<file path="config.mk">
export PLATFORM = sky130hd
export DESIGN_NAME = rx_packet_fifo
export DESIGN_NICKNAME = d
export VERILOG_FILES = /design/src/rtl/rxpf_pkg.sv /design/src/rtl/rxpf_word_store.sv /design/src/rtl/rxpf_len_queue.sv /design/src/rtl/rxpf_status.sv /design/src/rtl/rx_packet_fifo.sv
export SDC_FILE = /design/constraint.sdc
export NUM_CORES = 1
export LEC_CHECK = 0
export BUFFER_PORTS_ARGS = -buffer_cell sky130_fd_sc_hd__buf_2
export CORE_MARGIN = 2
export CORE_UTILIZATION = 50
export CTS_CLUSTER_DIAMETER = 100
export DETAILED_ROUTE_END_ITERATION = 8
export HOLD_SLACK_MARGIN = 0.03
export PLACE_DENSITY = 0.66
export SYNTH_ARGS = -nofsm -noshare
export SYNTH_HDL_FRONTEND = slang
export SYNTH_HIERARCHICAL = 1
export SYNTH_SLANG_ARGS = --single-unit
</file>
<file path="constraint.sdc">
create_clock -name clk -period 11 [get_ports clk]
set_input_delay 1.1 -clock clk [delete_from_list [all_inputs] [get_ports clk]]
set_output_delay 1.1 -clock clk [all_outputs]
set_load 0.1 [all_outputs]
</file>
<file path="src/rtl/rxpf_pkg.sv">
package rxpf_pkg;

  localparam int REG_W = 32;

  localparam logic [7:0] OFS_STATUS = 8'h00;
  localparam logic [7:0] OFS_FLUSH  = 8'h18;
  localparam logic [7:0] OFS_OCC    = 8'h1C;
  localparam logic [7:0] OFS_DATA   = 8'h20;
  localparam logic [7:0] OFS_LEN    = 8'h24;

  localparam logic [7:0] FLUSH_KEY = 8'hA5;

  localparam int BIT_UNDERREAD  = 31;
  localparam int BIT_OVERREAD   = 30;
  localparam int BIT_EMPTY_RD   = 29;
  localparam int BIT_PKT_DONE   = 26;
  localparam int BIT_FLUSH_DONE = 23;

  localparam logic [REG_W-1:0] STATUS_MASK =
      (32'd1 << BIT_UNDERREAD) | (32'd1 << BIT_OVERREAD) | (32'd1 << BIT_EMPTY_RD) |
      (32'd1 << BIT_PKT_DONE)  | (32'd1 << BIT_FLUSH_DONE);

  typedef enum logic [2:0] {
    ACC_NONE,
    ACC_STATUS,
    ACC_FLUSH,
    ACC_OCC,
    ACC_DATA,
    ACC_LEN
  } acc_e;

  function automatic acc_e decode_ofs(input logic [7:0] ofs);
    case (ofs)
      OFS_STATUS: decode_ofs = ACC_STATUS;
      OFS_FLUSH:  decode_ofs = ACC_FLUSH;
      OFS_OCC:    decode_ofs = ACC_OCC;
      OFS_DATA:   decode_ofs = ACC_DATA;
      OFS_LEN:    decode_ofs = ACC_LEN;
      default:    decode_ofs = ACC_NONE;
    endcase
  endfunction

endpackage

</file>
<file path="src/rtl/rxpf_word_store.sv">
module rxpf_word_store #(
  parameter int DATA_W = 32,
  parameter int AW     = 5
) (
  input  logic              clk,
  input  logic              rst_n,
  input  logic              flush_i,
  input  logic              push_i,
  input  logic [DATA_W-1:0] push_data_i,
  input  logic [AW:0]       adv_i,
  output logic [DATA_W-1:0] head_o,
  output logic [AW:0]       count_o,
  output logic              full_o
);
  localparam int          DEPTH    = 1 << AW;
  localparam logic [AW:0] FULL_CNT = (AW+1)'(DEPTH);

  logic [DATA_W-1:0] mem [DEPTH];
  logic [AW-1:0]     wr_q, wr_d, rd_q, rd_d;
  logic [AW:0]       cnt_q, cnt_d;

  always_comb begin
    if (flush_i) begin
      wr_d  = '0;
      rd_d  = '0;
      cnt_d = '0;
    end else begin
      wr_d  = push_i ? wr_q + AW'(1) : wr_q;
      rd_d  = rd_q + adv_i[AW-1:0];
      cnt_d = cnt_q + {{AW{1'b0}}, push_i} - adv_i;
    end
  end

  always_ff @(posedge clk or negedge rst_n) begin
    if (!rst_n) begin
      wr_q  <= '0;
      rd_q  <= '0;
      cnt_q <= '0;
    end else begin
      wr_q  <= wr_d;
      rd_q  <= rd_d;
      cnt_q <= cnt_d;
    end
  end

  always_ff @(posedge clk) begin
    if (push_i) mem[wr_q] <= push_data_i;
  end

  assign head_o  = mem[rd_q];
  assign count_o = cnt_q;
  assign full_o  = (cnt_q == FULL_CNT);

  // no word is written into a full store
  assert_no_overflow_R2: assert property (@(posedge clk) disable iff (!rst_n)
    push_i |-> !full_o);
  // the read side never advances past what is stored
  assert_adv_bound_R5: assert property (@(posedge clk) disable iff (!rst_n)
    adv_i <= count_o);

endmodule

</file>
<file path="src/rtl/rxpf_len_queue.sv">
module rxpf_len_queue #(
  parameter int LW  = 6,
  parameter int QAW = 2
) (
  input  logic          clk,
  input  logic          rst_n,
  input  logic          flush_i,
  input  logic          push_i,
  input  logic [LW-1:0] push_len_i,
  input  logic          pop_i,
  output logic [LW-1:0] head_o,
  output logic          empty_o,
  output logic          full_o
);
  localparam int           QDEPTH   = 1 << QAW;
  localparam logic [QAW:0] FULL_CNT = (QAW+1)'(QDEPTH);

  logic [LW-1:0]  slot [QDEPTH];
  logic [QAW-1:0] wr_q, wr_d, rd_q, rd_d;
  logic [QAW:0]   cnt_q, cnt_d;

  always_comb begin
    if (flush_i) begin
      wr_d  = '0;
      rd_d  = '0;
      cnt_d = '0;
    end else begin
      wr_d  = push_i ? wr_q + QAW'(1) : wr_q;
      rd_d  = pop_i  ? rd_q + QAW'(1) : rd_q;
      cnt_d = cnt_q + {{QAW{1'b0}}, push_i} - {{QAW{1'b0}}, pop_i};
    end
  end

  always_ff @(posedge clk or negedge rst_n) begin
    if (!rst_n) begin
      wr_q  <= '0;
      rd_q  <= '0;
      cnt_q <= '0;
    end else begin
      wr_q  <= wr_d;
      rd_q  <= rd_d;
      cnt_q <= cnt_d;
    end
  end

  always_ff @(posedge clk) begin
    if (push_i) slot[wr_q] <= push_len_i;
  end

  assign head_o  = slot[rd_q];
  assign empty_o = (cnt_q == '0);
  assign full_o  = (cnt_q == FULL_CNT);

  // no length entry is written into a full queue
  assert_q_no_overflow_R2: assert property (@(posedge clk) disable iff (!rst_n)
    push_i |-> !full_o);
  // a packet is only made current when one is queued
  assert_q_pop_nonempty_R4: assert property (@(posedge clk) disable iff (!rst_n)
    pop_i |-> !empty_o);

endmodule

</file>
<file path="src/rtl/rxpf_status.sv">
module rxpf_status
  import rxpf_pkg::*;
(
  input  logic             clk,
  input  logic             rst_n,
  input  logic [REG_W-1:0] set_i,
  input  logic [REG_W-1:0] clr_i,
  output logic [REG_W-1:0] flags_o
);
  logic [REG_W-1:0] flags_q, flags_d;

  always_comb begin
    flags_d = ((flags_q & ~clr_i) | set_i) & STATUS_MASK;
  end

  always_ff @(posedge clk or negedge rst_n) begin
    if (!rst_n) flags_q <= '0;
    else        flags_q <= flags_d;
  end

  assign flags_o = flags_q;

  // an event raised in a cycle always shows in the next, clear or not
  assert_set_wins_R10: assert property (@(posedge clk) disable iff (!rst_n)
    (|set_i) |=> ((flags_o & $past(set_i)) == $past(set_i)));

endmodule

</file>
<file path="src/rtl/rx_packet_fifo.sv">
module rx_packet_fifo
  import rxpf_pkg::*;
#(
  parameter int DATA_W  = 32,
  parameter int WORD_AW = 5,
  parameter int PKT_AW  = 2
) (
  input  logic              clk,
  input  logic              rst_n,
  input  logic [DATA_W-1:0] s_tdata,
  input  logic              s_tvalid,
  input  logic              s_tlast,
  output logic              s_tready,
  input  logic              reg_rd,
  input  logic              reg_wr,
  input  logic [7:0]        reg_addr,
  input  logic [31:0]       reg_wdata,
  output logic [31:0]       reg_rdata
);
  localparam int CW       = WORD_AW + 1;
  localparam int BYTE_SH  = $clog2(DATA_W / 8);

  acc_e             rd_kind, wr_kind;
  logic             store_full, q_full, q_empty;
  logic             beat, commit, flush;
  logic             rd_data, rd_len, pop_word, take_pkt;
  logic [CW-1:0]    adv, store_cnt, q_head;
  logic [DATA_W-1:0] head_word;
  logic [CW-1:0]    open_q, open_d, remain_q, remain_d, comp_q, comp_d;
  logic [REG_W-1:0] rdata_q, rdata_d, set_vec, clr_vec, flags;

  // access decode
  assign rd_kind = reg_rd ? decode_ofs(reg_addr) : ACC_NONE;
  assign wr_kind = reg_wr ? decode_ofs(reg_addr) : ACC_NONE;

  assign s_tready = !store_full && !q_full;
  assign beat     = s_tvalid && s_tready;
  assign commit   = beat && s_tlast;
  assign flush    = (wr_kind == ACC_FLUSH) && (reg_wdata[7:0] == FLUSH_KEY);
  assign rd_data  = (rd_kind == ACC_DATA);
  assign rd_len   = (rd_kind == ACC_LEN);
  assign pop_word = rd_data && (remain_q != '0);
  assign take_pkt = rd_len && !q_empty;
  assign adv      = pop_word ? CW'(1) : (rd_len ? remain_q : '0);

  rxpf_word_store #(.DATA_W(DATA_W), .AW(WORD_AW)) u_store (
    .clk         (clk),
    .rst_n       (rst_n),
    .flush_i     (flush),
    .push_i      (beat),
    .push_data_i (s_tdata),
    .adv_i       (adv),
    .head_o      (head_word),
    .count_o     (store_cnt),
    .full_o      (store_full)
  );

  rxpf_len_queue #(.LW(CW), .QAW(PKT_AW)) u_lenq (
    .clk        (clk),
    .rst_n      (rst_n),
    .flush_i    (flush),
    .push_i     (commit),
    .push_len_i (open_q + CW'(1)),
    .pop_i      (take_pkt),
    .head_o     (q_head),
    .empty_o    (q_empty),
    .full_o     (q_full)
  );

  // packet bookkeeping next state
  always_comb begin
    if (flush) begin
      open_d   = '0;
      remain_d = '0;
      comp_d   = '0;
    end else begin
      open_d   = commit ? '0 : (beat ? open_q + CW'(1) : open_q);
      if (rd_len)        remain_d = take_pkt ? q_head : '0;
      else if (pop_word) remain_d = remain_q - CW'(1);
      else               remain_d = remain_q;
      comp_d   = comp_q + (commit ? open_q + CW'(1) : '0) - adv;
    end
  end

  // status events and clears
  always_comb begin
    set_vec = '0;
    set_vec[BIT_UNDERREAD]  = rd_len && (remain_q != '0);
    set_vec[BIT_OVERREAD]   = rd_data && (remain_q == '0);
    set_vec[BIT_EMPTY_RD]   = rd_data && (remain_q == '0) && (comp_q == '0);
    set_vec[BIT_PKT_DONE]   = commit;
    set_vec[BIT_FLUSH_DONE] = flush;
    clr_vec = (wr_kind == ACC_STATUS) ? reg_wdata : '0;
  end

  rxpf_status u_status (
    .clk     (clk),
    .rst_n   (rst_n),
    .set_i   (set_vec),
    .clr_i   (clr_vec),
    .flags_o (flags)
  );

  // read data mux
  always_comb begin
    rdata_d = '0;
    case (rd_kind)
      ACC_STATUS: rdata_d = flags;
      ACC_OCC:    rdata_d = REG_W'(comp_q);
      ACC_DATA:   if (pop_word) rdata_d = REG_W'(head_word);
      ACC_LEN:    if (take_pkt) rdata_d = REG_W'(q_head) << BYTE_SH;
      default:    rdata_d = '0;
    endcase
  end

  always_ff @(posedge clk or negedge rst_n) begin
    if (!rst_n) begin
      open_q   <= '0;
      remain_q <= '0;
      comp_q   <= '0;
      rdata_q  <= '0;
    end else begin
      open_q   <= open_d;
      remain_q <= remain_d;
      comp_q   <= comp_d;
      rdata_q  <= rdata_d;
    end
  end

  assign reg_rdata = rdata_q;

  // nothing readable means no queued packet and no current words
  assert_occ_empty_R3: assert property (@(posedge clk) disable iff (!rst_n)
    (comp_q == '0) |-> (q_empty && remain_q == '0));
  // finished words never exceed what the store holds
  assert_occ_bound_R3: assert property (@(posedge clk) disable iff (!rst_n)
    comp_q <= store_cnt);
  // a length read hands back the byte count of the queued head
  assert_len_bytes_R4: assert property (@(posedge clk) disable iff (!rst_n)
    take_pkt |=> (reg_rdata == (REG_W'($past(q_head)) << BYTE_SH)));
  // data read past the packet end returns zero and flags it
  assert_overread_R6: assert property (@(posedge clk) disable iff (!rst_n)
    (rd_data && remain_q == '0) |=> (reg_rdata == '0 && flags[BIT_OVERREAD]));
  // a closing beat raises the completion flag
  assert_commit_flag_R8: assert property (@(posedge clk) disable iff (!rst_n)
    commit |=> flags[BIT_PKT_DONE]);
  // a keyed flush empties everything and reopens the stream
  assert_flush_R9: assert property (@(posedge clk) disable iff (!rst_n)
    flush |=> (comp_q == '0 && q_empty && s_tready && flags[BIT_FLUSH_DONE]));
  // read data is zero in a cycle after no read
  assert_idle_rdata_R11: assert property (@(posedge clk) disable iff (!rst_n)
    !reg_rd |=> (reg_rdata == '0));

endmodule

</file>
-- Word-level counts from Yosys, hierarchy flattened
Memory sizes are Yosys's and may differ from the RTL's.
Index checks and enable logic that the tools add are counted.
- register bits after elaboration: 78
- input port bits: 78
- ROM bits: 0
- latch bits: 0
- output and inout port bits: 33
- bits in writable memories: 1048
- memories: 2
- word-level logic and storage cells: 94
- $lt $le $gt $ge: 0
- $add $sub $neg: 12
- div/mod/pow operators: 0
- multiply operators: 0
- reductions and logical operators: 22
- equal/unequal tests: 13
- shift operators: 0
- muxes and demuxes: 31
- bitwise gates (word level): 3
- memory list (name ; words ; bits a word ; read ports ; clocked after Yosys merged registers in ; wr ports ; RTL line ; text):
    u_store.mem ; 32 ; 32 ; 1 ; 0 ; 1 ; rxpf_word_store.sv:18 ; logic [DATA_W-1:0] mem [DEPTH];
    u_lenq.slot ; 4 ; 6 ; 1 ; 0 ; 1 ; rxpf_len_queue.sv:18 ; logic [LW-1:0] slot [QDEPTH];
- operators with widths (operator ; number):
    32-bit case mux with 4 select lines ; 1
    6-bit 2-to-1 mux ; 12
    32-bit 2-to-1 mux ; 2
    32-bit bitwise AND ; 1
    32-bit inverter ; 1
    32-bit OR ; 1
    8-bit by 5-bit equality test with 1-bit output (second input constant) ; 2
    8-bit by 6-bit equality test with 1-bit output (second input constant) ; 2
    5-bit 2-to-1 mux ; 3
    3-bit case mux with 5 select lines ; 1
    6-bit zero test ; 2
    6-bit subtractor ; 2
    3-bit equality test (second input constant) ; 3
    1-bit logical AND ; 9
    3-bit 2-to-1 mux ; 3
    8-bit equality test (second input constant) ; 1
    8-bit zero test ; 1
    2-bit 2-to-1 mux ; 4
    8-bit 2-to-1 mux ; 1
    6-bit by 1-bit adder with 6-bit output ; 1
    6-bit by 1-bit adder with 6-bit output (second input constant) ; 1
    6-bit adder ; 1
    3-bit by 1-bit equality test with 1-bit output (second input constant) ; 2
    3-bit by 2-bit equality test with 1-bit output (second input constant) ; 2
    other kinds (13) ; 22

-- Logic depth before layout (Yosys ltp)
- word-level depth: 9
- mapped depth: 18
- mapped depth without buffers: 17

-- Hierarchy
The synthesis kept the hierarchy.
- modules (own cells, without submodules) (module ; area each (µm²) ; sequential area each (µm²) ; instances ; cells each):
    rxpf_word_store ; 40337.4 ; 31149.9 ; 1 ; 2030
    rx_packet_fifo ; 3017.9 ; 1251.2 ; 1 ; 306
    rxpf_len_queue ; 1296.2 ; 895.9 ; 1 ; 70
    rxpf_status ; 387.9 ; 125.1 ; 1 ; 43

-- Least setup slack after synthesis
OpenSTA, ideal clock, no wires.
- kind: register -> register
- start: register u_store.cnt_q[5], in the netlist u_store/count_o[5]
- end: memory u_store.mem[3][0] (enable)
- period minus slack after synthesis: 5.862 ns
- setup slack: 5.138 ns
- arrival: 5.401 ns
- setup time: 0.461 ns
- cell stages (with the launch flop): 10
- cells stage by stage: dfrtp_1 -> or4b_2 -> nor3_1 -> nor2_1 -> nand2_1 -> inv_1 -> clkbuf_1 -> nand2_1 -> or2_2 -> nor3_1
- word-level cells in the longest chain between the ends: 6
- ends and longest elaborated chain (element ; RTL line ; text):
    from (decl) ; rxpf_word_store.sv:20 ; logic [AW:0] cnt_q, cnt_d;
    from (signal assigned) ; rxpf_word_store.sv:42 ; cnt_q <= cnt_d;
    6-bit equality test ; rxpf_word_store.sv:52 ; assign full_o = (cnt_q == FULL_CNT);
    net store_full ; rx_packet_fifo.sv:24 ; logic store_full, q_full, q_empty;
    1-bit zero test ; rx_packet_fifo.sv:36 ; assign s_tready = !store_full && !q_full;
    1-bit logical AND ; rx_packet_fifo.sv:36 ;
    net s_tready ; rx_packet_fifo.sv:13 ; output logic s_tready,
    1-bit logical AND ; rx_packet_fifo.sv:37 ; assign beat = s_tvalid && s_tready;
    net beat ; rx_packet_fifo.sv:25 ; logic beat, commit, flush;
    1-bit 2-to-1 mux ; rxpf_word_store.sv:47 ; if (push_i) mem[wr_q] <= push_data_i;
    1-bit 2-to-1 mux (implied by the code) ; rxpf_word_store.sv:47 ;
    to (decl) ; rxpf_word_store.sv:18 ;
The timed path passes the listed nets, and every way through them passes these cells.

-- Final worst setup path
- start: register u_store.rd_q[2]
- end: register rdata_q[5], in the netlist reg_rdata[5]
- word-level cells in the longest chain between the ends: 3
- ends and longest elaborated chain (element ; RTL line ; text):
    from (decl) ; rxpf_word_store.sv:19 ; logic [AW-1:0] wr_q, wr_d, rd_q, rd_d;
    from (signal assigned) ; rxpf_word_store.sv:41 ; rd_q <= rd_d;
    memory 32 x 32 bit ; - ;
    net head_word[5] ; rx_packet_fifo.sv:28 ; logic [DATA_W-1:0] head_word;
    32-bit 2-to-1 mux ; rx_packet_fifo.sv:110 ; ACC_DATA: if (pop_word) rdata_d = REG_W'(head_word);
    32-bit case mux with 4 select lines ; rx_packet_fifo.sv:107 ; case (rd_kind)
    net rdata_d[5] ; rx_packet_fifo.sv:30 ; logic [REG_W-1:0] rdata_q, rdata_d, set_vec, clr_vec, flags;
    to (signal assigned) ; rx_packet_fifo.sv:126 ; rdata_q <= rdata_d;
    to (decl) ; rx_packet_fifo.sv:30 ;
The timed path passes the listed nets, and every way through them passes these cells.
A chain may end at the register's enable or synchronous reset.

==> impl_metrics.tcl <==
set metrics [dict create \
    slew_headroom_pct 21.5 \
    track_usage_pct 23.3 \
    start_util_pct 50.6 \
    cts_tree "done" \
    diodes 0 \
    firstDrtPassIters 6 \
    grt_max_degree 172 \
    tns_ns 0 \
    clock-sinks 1126 \
    rsz0062_at_grt "no" \
    dp_hpwl_um 56500 \
    synth_area_sq_um 44900 \
    area_growth_pct 12.2 \
    io_buffer_count 91 \
    drtIter0Drc 2365 \
    io_pins 111 \
    fin_skew_ns 0.0326 \
    fillCellCount 6573 \
    nNetsFinal 2662 \
    worst-slew-pin-transition_ns 1.18 \
    layout-drive-gt1-share_pct 26.1 \
    grt_pass1_vias 23437 \
    period_share_pct 41.7 \
    ctsResizeCount 0 \
    vias 23368 \
    num_rows 109 \
    finalSetupViolCount 0 \
    overflow 0 \
    fmax_ghz 0.218 \
    wl_met2_um 49800 \
    avgSynthCellArea_sq_um 18.5 \
    fp.dieH_um 304 \
    final_common_cell "edfxtp_1" \
    critPathRequiredTime_ns 11.54 \
    numCtsBuffers 111 \
    critPathKind "reg2reg" \
    syn_inst 2419 \
    cp_max_fo 84 \
    drc 0 \
    holdBufCountCts 0 \
    fin_area_sq_um 50400 \
    wirelength_um 106000 \
    wl_met1_um 45600 \
    period_minus_slack_ns 4.58 \
    outcome "complete, no violations" \
    endpoint_kind "register" \
    post_cts_buffers 0 \
    hold_violations 0 \
    die_w_um 304 \
    grt_first_pass_wirelength_um 155000 \
    clk_pin_slew_worst_paths_ns 0.06 \
    highest_layer "met4" \
    crit_arrival_ns 5.12 \
    htree_levels 3 \
    clockBufferDepth 3 \
    maxCapViolCount 0 \
    wl_per_cell_um 28.0 \
    final_max_slew_viol_count 0 \
    layout.cells.most_common_list "edfxtp_1 (1048), mux2_2 (193), mux4_2 (134), clkbuf_16 (114), buf_2 (90)" \
    viasPerCell 6.14 \
    hp-class "in2async" \
    clkLatencyLatePin_ns 0.69 \
    wl_met3_um 8570 \
    yosysWarnings 6 \
    startpoint_type "register" \
    clockRootBuffer "clkbuf_16" \
    place_area_sq_um 46700 \
    antenna_found_initial 4 \
    gp_congestion 0.794 \
    postRouteAntennaNets 0 \
    die_area_sq_um 92100 \
    core_sq_um 88600 \
    p_leak_nw 16.5 \
    powerDensity_nw_per_um2 198 \
    ir_drop_uv 164 \
]
==> per-stage QoR <==
stage | power [mW] | worst slack [ns] | utilization (%) | hold slack, ns | std cells
after floorplan | 5.88 | 5.14 | - | 0.450 | 2445
after global placement | 6.27 | 6.45 | 52.7 | 0.465 | 3596
after detailed placement | 6.32 | 6.42 | 52.7 | 0.475 | 3596
after CTS | 10.0 | 6.41 | 56.8 | 0.353 | 3806
after global routing | 10.3 | 6.24 | 56.8 | 0.377 | 3806
final | 9.97 | 6.42 | 56.8 | 0.370 | 3806
==> registers in the layout, indices dropped and copies added (netlist names) <==
name,flops
reg_rdata,32
u_lenq/wr_q,2
u_store/wr_q,5
u_lenq/rd_q,2
remain_q,6
u_lenq/cnt_q,3
u_store/mem,1024
u_store/count_o,6
u_store/rd_q,5
u_status/flags_o,5
open_q,6
u_lenq/slot,24
comp_q,6
==> area by class of cell <==
type	count	area (sq um)	share of cell area, %
clock inverter	48	454	0.902
timing repair buffer	145	888	1.76
multi-input combinational	1118	10800	21.4
tap	1165	1460	2.89
inverter	42	159	0.316
sequential	1126	33400	66.4
clock buffer	162	3170	6.30
==> path summary, 6_finish.rpt <==
| kind | start | endpoint | slack [ns] | cells past startpoint |
|---|---|---|---|---|
| worst max register to register | u_store/rd_q[2]$_DFF_PN0_ | reg_rdata[5]$_DFF_PN0_ | 6.42 | 7 |
| min in group clk | u_status/flags_o[23]$_DFF_PN0_ | u_status/flags_o[23]$_DFF_PN0_ | 0.49 | 1 |
| worst min register to register | u_status/flags_o[23]$_DFF_PN0_ | u_status/flags_o[23]$_DFF_PN0_ | 0.49 | 1 |
| worst min-delay path | rst_n | open_q[5]$_DFFE_PN0P_ | 0.37 | 1 |
| worst max-delay path | u_store/rd_q[2]$_DFF_PN0_ | reg_rdata[5]$_DFF_PN0_ | 6.42 | 7 |
| max in group asynchronous | rst_n | u_store/rd_q[2]$_DFF_PN0_ | 9.37 | 2 |
==> report_power, final <==
group          total (mW)  switching [mW]  leakage, nW  internal, mW
combinational        1.14           0.734         4.23         0.404
sequential           5.10           0.118         10.5          4.98
clock                3.73            1.57         1.78          2.16
==> worst max-delay path, cell delays in order, from the launching register on <==
cell     delay [ns]
dfrtp_4        0.92
buf_4          0.82
buf_4          0.94
mux2_2         0.42
o22ai_1        0.17
nor3_1         0.09
or4_1          0.62
a221o_1        0.36
==> metal layers <==
layer  vias to the layer above  global-route usage [%]
li1                       9952                       -
met1                     12266                    34.0
met2                       965                    36.4
met3                       185                    4.29
met4                         0                    6.41
met5                         -                       0
Note: power is estimated with default switching activity, not from simulation.
